## src/rtl/vq_pkg.sv

```systemverilog
package vq_pkg;

    typedef enum logic [1:0] {
        PRIV_USER  = 2'd0,
        PRIV_SUPER = 2'd1,
        PRIV_RSVD  = 2'd2,
        PRIV_MACH  = 2'd3
    } priv_e;

    // Lines reserved for guest-level sources
    localparam int unsigned GUEST_SW_LINE  = 2;
    localparam int unsigned GUEST_TMR_LINE = 6;
    localparam int unsigned GUEST_EXT_LINE = 10;

endpackage

```

## src/rtl/vq_gate.sv

```systemverilog
// Privilege-based global enable decode for the three enable domains.
module vq_gate
    import vq_pkg::*;
(
    input  priv_e priv_i,
    input  logic  m_ie_i,
    input  logic  s_ie_i,
    input  logic  hs_ie_i,
    output logic  m_en_o,
    output logic  s_en_o,
    output logic  hs_en_o
);
    logic below_m;
    logic below_s;
    logic at_s;

    always_comb begin
        below_m = (priv_i != PRIV_MACH);
        below_s = (priv_i == PRIV_USER);
        at_s    = (priv_i == PRIV_SUPER);
        m_en_o  = below_m || ((priv_i == PRIV_MACH) && m_ie_i);
        s_en_o  = below_s || (at_s && s_ie_i);
        hs_en_o = below_s || (at_s && hs_ie_i);
    end

endmodule

```

## src/rtl/vq_lowest.sv

```systemverilog
// Lowest-set-bit finder built as a binary reduction tree of depth log2(W).
module vq_lowest #(
    parameter int unsigned W = 16
) (
    input  logic [W-1:0]         vec_i,
    output logic                 any_o,
    output logic [$clog2(W)-1:0] idx_o
);
    localparam int unsigned LV = $clog2(W);
    localparam int unsigned WP = 1 << LV;

    logic [WP-1:0] node_v;
    logic [LV-1:0] node_i [WP];

    always_comb begin
        node_v = '0;
        node_v[W-1:0] = vec_i;
        for (int k = 0; k < WP; k++) begin
            node_i[k] = '0;
        end
        // Each level halves the node count; left child has priority.
        for (int l = 0; l < LV; l++) begin
            for (int k = 0; k < (WP >> (l + 1)); k++) begin
                if (node_v[2*k]) begin
                    node_i[k] = node_i[2*k];
                end else begin
                    node_i[k] = node_i[2*k+1] | LV'(1 << l);
                end
                node_v[k] = node_v[2*k] | node_v[2*k+1];
            end
        end
        any_o = node_v[0];
        idx_o = node_v[0] ? node_i[0] : '0;
    end

endmodule

```

## src/rtl/virq_select.sv

```systemverilog
module virq_select
    import vq_pkg::*;
#(
    parameter int unsigned NIRQ = 16,
    parameter bit          PIPE = 1'b1,
    localparam int unsigned IW  = $clog2(NIRQ)
) (
    input  logic            clk,
    input  logic            rst_n,
    input  logic [NIRQ-1:0] pend_i,
    input  logic [NIRQ-1:0] en_i,
    input  logic [NIRQ-1:0] deleg_i,
    input  logic [1:0]      priv_i,
    input  logic            virt_i,
    input  logic            m_ie_i,
    input  logic            s_ie_i,
    input  logic            hs_ie_i,
    output logic            sel_valid_o,
    output logic [IW-1:0]   sel_idx_o,
    output logic            force_hyp_o
);
    localparam logic [NIRQ-1:0] GMASK =
        (NIRQ'(1) << GUEST_SW_LINE) |
        (NIRQ'(1) << GUEST_TMR_LINE) |
        (NIRQ'(1) << GUEST_EXT_LINE);

    typedef struct packed {
        logic          valid;
        logic [IW-1:0] idx;
        logic          force_hyp;
    } pick_t;

    logic            m_en, s_en, hs_en;
    logic [NIRQ-1:0] live, ord_set, gst_set, hyp_set, use_set, cand;
    logic            hyp_any, cand_any;
    logic [IW-1:0]   hyp_idx, cand_idx;
    pick_t           pick_d;

    vq_gate u_gate (
        .priv_i  (priv_e'(priv_i)),
        .m_ie_i  (m_ie_i),
        .s_ie_i  (s_ie_i),
        .hs_ie_i (hs_ie_i),
        .m_en_o  (m_en),
        .s_en_o  (s_en),
        .hs_en_o (hs_en)
    );

    // Set split and delegation gating
    always_comb begin
        live    = pend_i & en_i;
        ord_set = live & ~GMASK;
        gst_set = live & GMASK;
        hyp_set = virt_i ? (ord_set & {NIRQ{hs_en}}) : '0;
        use_set = virt_i ? gst_set : ord_set;
        cand    = (use_set & ~deleg_i & {NIRQ{m_en}}) |
                  (use_set &  deleg_i & {NIRQ{s_en}});
    end

    // Two trees in parallel keep the hypervisor path off the critical chain
    vq_lowest #(.W(NIRQ)) u_hyp_tree (
        .vec_i (hyp_set),
        .any_o (hyp_any),
        .idx_o (hyp_idx)
    );

    vq_lowest #(.W(NIRQ)) u_cand_tree (
        .vec_i (cand),
        .any_o (cand_any),
        .idx_o (cand_idx)
    );

    always_comb begin
        pick_d = '0;
        if (hyp_any) begin
            pick_d.valid     = 1'b1;
            pick_d.idx       = hyp_idx;
            pick_d.force_hyp = 1'b1;
        end else if (cand_any) begin
            pick_d.valid     = 1'b1;
            pick_d.idx       = cand_idx;
        end
    end

    generate
        if (PIPE) begin : g_reg
            pick_t pick_q;
            always_ff @(posedge clk or negedge rst_n) begin
                if (!rst_n) begin
                    pick_q <= '0;
                end else begin
                    pick_q <= pick_d;
                end
            end
            assign sel_valid_o = pick_q.valid;
            assign sel_idx_o   = pick_q.idx;
            assign force_hyp_o = pick_q.force_hyp;
        end else begin : g_comb
            assign sel_valid_o = pick_d.valid;
            assign sel_idx_o   = pick_d.idx;
            assign force_hyp_o = pick_d.force_hyp;
        end
    endgenerate

endmodule

```

## config.mk

```make
export PLATFORM = sky130hd
export DESIGN_NAME = virq_select
export DESIGN_NICKNAME = d
export VERILOG_FILES = /design/src/rtl/vq_pkg.sv /design/src/rtl/vq_gate.sv /design/src/rtl/vq_lowest.sv /design/src/rtl/virq_select.sv
export SDC_FILE = /design/constraint.sdc
export NUM_CORES = 1
export LEC_CHECK = 0
export BUFFER_PORTS_ARGS = -buffer_cell sky130_fd_sc_hd__buf_2
export CORE_ASPECT_RATIO = 1.5
export CORE_MARGIN = 5
export CORE_UTILIZATION = 43
export CTS_CLUSTER_SIZE = 30
export DETAILED_ROUTE_END_ITERATION = 8
export PLACE_DENSITY = 0.84
export SLEW_MARGIN = 10
export SYNTH_ARGS = -nofsm -noshare
export SYNTH_HDL_FRONTEND = slang
export SYNTH_SLANG_ARGS = --single-unit
export TNS_END_PERCENT = 5
```

## constraint.sdc

```tcl
create_clock -name clk -period 0.8 [get_ports clk]
set_clock_uncertainty 0.1 [all_clocks]
set_input_delay 0.04 -clock clk [delete_from_list [all_inputs] [get_ports clk]]
set_output_delay 0.04 -clock clk [all_outputs]
set_load 0.05 [all_outputs]
```

Yosys cells after proc, flatten, opt, wreduce, memory -nomap -nowiden --
Cells that the tools add are included.
Storage, ports and cells: bits in registers 6, logic and storage cells 86
Operators by class: equality and inequality tests 3, muxes and demuxes 35, bitwise gates (word level) 38, reductions and logical operators 7
Operators with widths (count):
- $and 16x16->16 | 6
- $mux 16 | 2
- $mux 4 | 8
- $or 1x1->1 | 30
- $mux 1 | 17
- $not 16->16 | 1
- $or 16x16->16 | 1
- $mux 5 | 2
- $mux 2 | 4
- $mux 3 | 2
- $logic_and 1x1->1 | 3
- $logic_or 1x1->1 | 3
- $eq 2x1->1 const B | 1
- $eq 2x2->1 const B | 1
- $logic_not 2->1 | 1
- $ne 2x2->1 const B | 1

Depth between registers and ports, before layout --
depth after elaboration 11, gate-level depth with buffers 8, depth with buffers taken out 6

Modules after synthesis --
Synthesis repeated with hierarchy kept, for this count alone.
Unflattened totals: cell total of the unflattened synthesis 147, area total of the unflattened synthesis 988.4 um2
Modules (own cells, without submodules):
- virq_select | cells an instance 82, seq. area each 150.1 um2, times used 1, area an instance 595.6 um2
- vq_lowest | cells an instance 30, seq. area each 0.0 um2, times used 2, area an instance 183.9 um2
- vq_gate | cells an instance 5, seq. area each 0.0 um2, times used 1, area an instance 25.0 um2

Worst setup path before layout --
No wires, ideal clock.
kind input to register, start input pend_i[11], end register g_reg.pick_q, in the netlist sel_valid_o, path buffers 0, data required time 0.562 ns, setup slack -0.740 ns, stages on the path 5, library setup time 0.138 ns, arrival 1.301 ns, path through nand2_4 > nand3_2 > or3_1 > o21a_2 > or4_1
RTL lines:
- start, declared | RTL line virq_select.sv:10 | input logic [NIRQ-1:0] pend_i,
- end signal, assigned | RTL line virq_select.sv:92 | pick_q <= pick_d;
- end, declared | RTL line virq_select.sv:87 | pick_t pick_q;

==> run metrics <==
Finished Layout Cells=274; Yosys warnings=0; Layout area overhead=87.6%; xor/xnor share of the synthesized area=0; most common flop cell mapped by yosys=dfrtp_1; Int Pwr=0.00112 W; IO Port Bufs=61; crit path kind=in2reg; LEAKAGE=0.948 nW; Netlist cell types=44; HP Class=in2async; vias=1614; register area share after synthesis=0.147; Final TNS setup=-3.62 ns; NumNets Final=309; remaining global-route overflow=0; Fill cells=141; wire per inst=16.3 um; crit end category=register; pin count of the biggest net entering global routing=13; io pins=62; top cells by area, synth=dfrtp_1, nand2_1, a21oi_1; RSZ-0062 raised after global routing=yes; Slew @ Worst Pin=0.438 ns; 1st-pass router iterations=4; routability cong.=0.900; setup violators final=12; simple-gate share of the synthesized area=0.450; crit-path leading delay family=simple AND/OR/NAND/NOR gates; dpl hpwl=3.35 mm; number of global-route vias before repair=1668; Metal-1 WL=1.50 mm; synthesized net count=193; Reg clk slew, reported paths=0.04 ns; area share of fa/ha/maj cells after synthesis=0; Die Span Y=69.6 um; crit-path max FO=2; design area=1910 um^2; Max Cap Viol=0; Arr. time, crit path=1.42 ns; Avg Synthesized Cell Area=7.44 um^2; Post-Synthesis Cell Area=1020 um^2; combinational share of power=0.654; root buffer cell=clkbuf_4; placed cell areas=1770 um^2; final wirelength=4.45 mm; largest family of logic cells by synthesized area=simple AND/OR/NAND/NOR gates; Worst slew margin=0.708; Critical Path Slowest Stage Cell=or4_1; mux cell area share after synthesis=0; Die Span X=49.8 um; TritonCTS clock tree=built; layout cells sized above 1=0.562; status=finished with violations; Initial Utilization=0.451; Reg power frac=0.199; top achievable clock speed=0.709 GHz; initial antenna violation count=0; post-route minimum period=1.41 ns; dpl cells=269; worst vdd rail ir drop=603 uV; Post-DRT Antenna Nets=0; Die Footprint=3470 um^2; pre-CTS WS=-0.937 ns; WP data required=0.81 ns; row cnt=21; Net Sw Power=0.000788 W; Starting DRT DRC Count=77; cell area power density=998 nW/um^2; failing checks=negative setup slack; worst setup margin=-0.611 ns; htree depth=1; Hold Fails Final Rpt=0; flops & latches, synth=6; Worst setup SP type=input pin; number of vias per cell=5.89; Max clock buf depth=2; antenna diode count=0; largest area contributor in the synthesized netlist=dfrtp_1; max layer used=met4; Remaining DRCs=0; power share of the clock group=0.147; Worst Hold Slack=0.0501 ns; Slew Viols, Final=0; core area=2260 um^2; met3 wire length=269 um; CTS buffer count=3; GRT Total Usage=0.245; synthesized instance count=137; final critical-path share of the clock period=1.76; first-pass GRT wire length=7.09 mm; Synth Area in Compound Gates=0.372; EDFF count, synth=0; met2 WL=2.53 mm; share of flip-flops with an asynchronous set or reset=1.00; WP buf/inv=1; post-synth top area share=0.147; Crit path largest cell delay=0.51 ns; crit-path cells=buf_2 > nand2_4 > nand2_8 > or3_4 > o21a_2 > or4_1; clk sinks=6; switching share of total power=0.413
[through the flow]
step | total power (W) | utilization
2_1_floorplan | 0.000951 | -
3_3_place_gp | 0.00143 | 0.782
3_5_place_dp | 0.00147 | 0.782
4_1_cts | 0.00187 | 0.842
5_1_grt | 0.00201 | 0.847
6_report | 0.00191 | 0.847
[how the worst max path moves through the flow]
stage / start / cells after the start / endpoint
2_1_floorplan: s_ie_i / 5 / sel_valid_o
3_3_place_gp: virt_i / 7 / sel_valid_o
3_5_place_dp: virt_i / 7 / sel_valid_o
4_1_cts: m_ie_i / 7 / sel_valid_o
5_1_grt: virt_i / 6 / sel_valid_o
6_report: pend_i[15] / 6 / sel_valid_o
[flip-flops by register name (all words and copies together), names as in the netlist]
signal,flops
sel_idx_o,4
sel_valid_o,1
force_hyp_o,1
[logic make-up (layout without fill, tap and decap cells)]
| group | after synthesis | after routing |
|---|---|---|
| AOI/OAI and AO/OA | 54 | 54 |
| buffers and inverters | 5 | 119 |
| DFF | 6 | 6 |
| and+or+nand+nor | 72 | 72 |
[metal layers]
layer | up-vias | global-route usage
met4 | 0 | 0.120
li1 | 770 | -
met2 | 85 | 0.460
met3 | 20 | 0.0430
met5 | - | 0
met1 | 739 | 0.245
[cells in the final DEF (no fill, tap or decap), drive strengths merged, types with 3 or more instances in the layout]
cell     count
clkbuf       3
a21oi       14
o21ai       13
dfrtp        6
nand4b       7
buf        114
nand2b       5
nand4        3
nor3         4
nand3        8
nand4bb      5
nor2         3
a2bb2oi      4
nand2       27
o31a         4
[synth_stat cells, drive strengths merged, types with 2 or more instances]
cell / n
a211oi: 2
a21o: 2
a21oi: 14
a222oi: 2
a22oi: 2
a2bb2oi: 4
buf: 4
dfrtp: 6
nand2: 27
nand2b: 5
nand3: 8
nand4: 3
nand4b: 7
nand4bb: 5
nor2: 3
nor3: 4
nor3b: 2
o211ai: 2
o21ai: 13
o21bai: 2
o31a: 4
[final cells by class]
type	count	area, um^2	share of cell area
multi-input cells	126	935	0.489
repair buffers	115	773	0.404
flip-flops and latches	6	150	0.0785
well taps	23	28.8	0.0150
clock buffers	3	22.5	0.0118
inverters	1	3.75	0.00196
[power by group through the flow]
stage | sequential (W) | clock, W | combinational (W)
2_1_floorplan | 0.000556 | 0 | 0.000395
3_5_place_dp | 0.000369 | 0 | 0.00110
4_1_cts | 0.000378 | 0.000281 | 0.00121
3_3_place_gp | 0.000368 | 0 | 0.00106
6_report | 0.000380 | 0.000281 | 0.00125
5_1_grt | 0.000386 | 0.000307 | 0.00132
[what timing repair did]
item,4_1_cts,5_1_grt
endpoints found under the setup margin,12,12
hold buffers,1,0
pin swaps,3,1
endpoints found under the hold margin,6,0
resized for setup,26,3
setup buffers,1,0
Note: power is estimated with default switching activity, not from simulation.
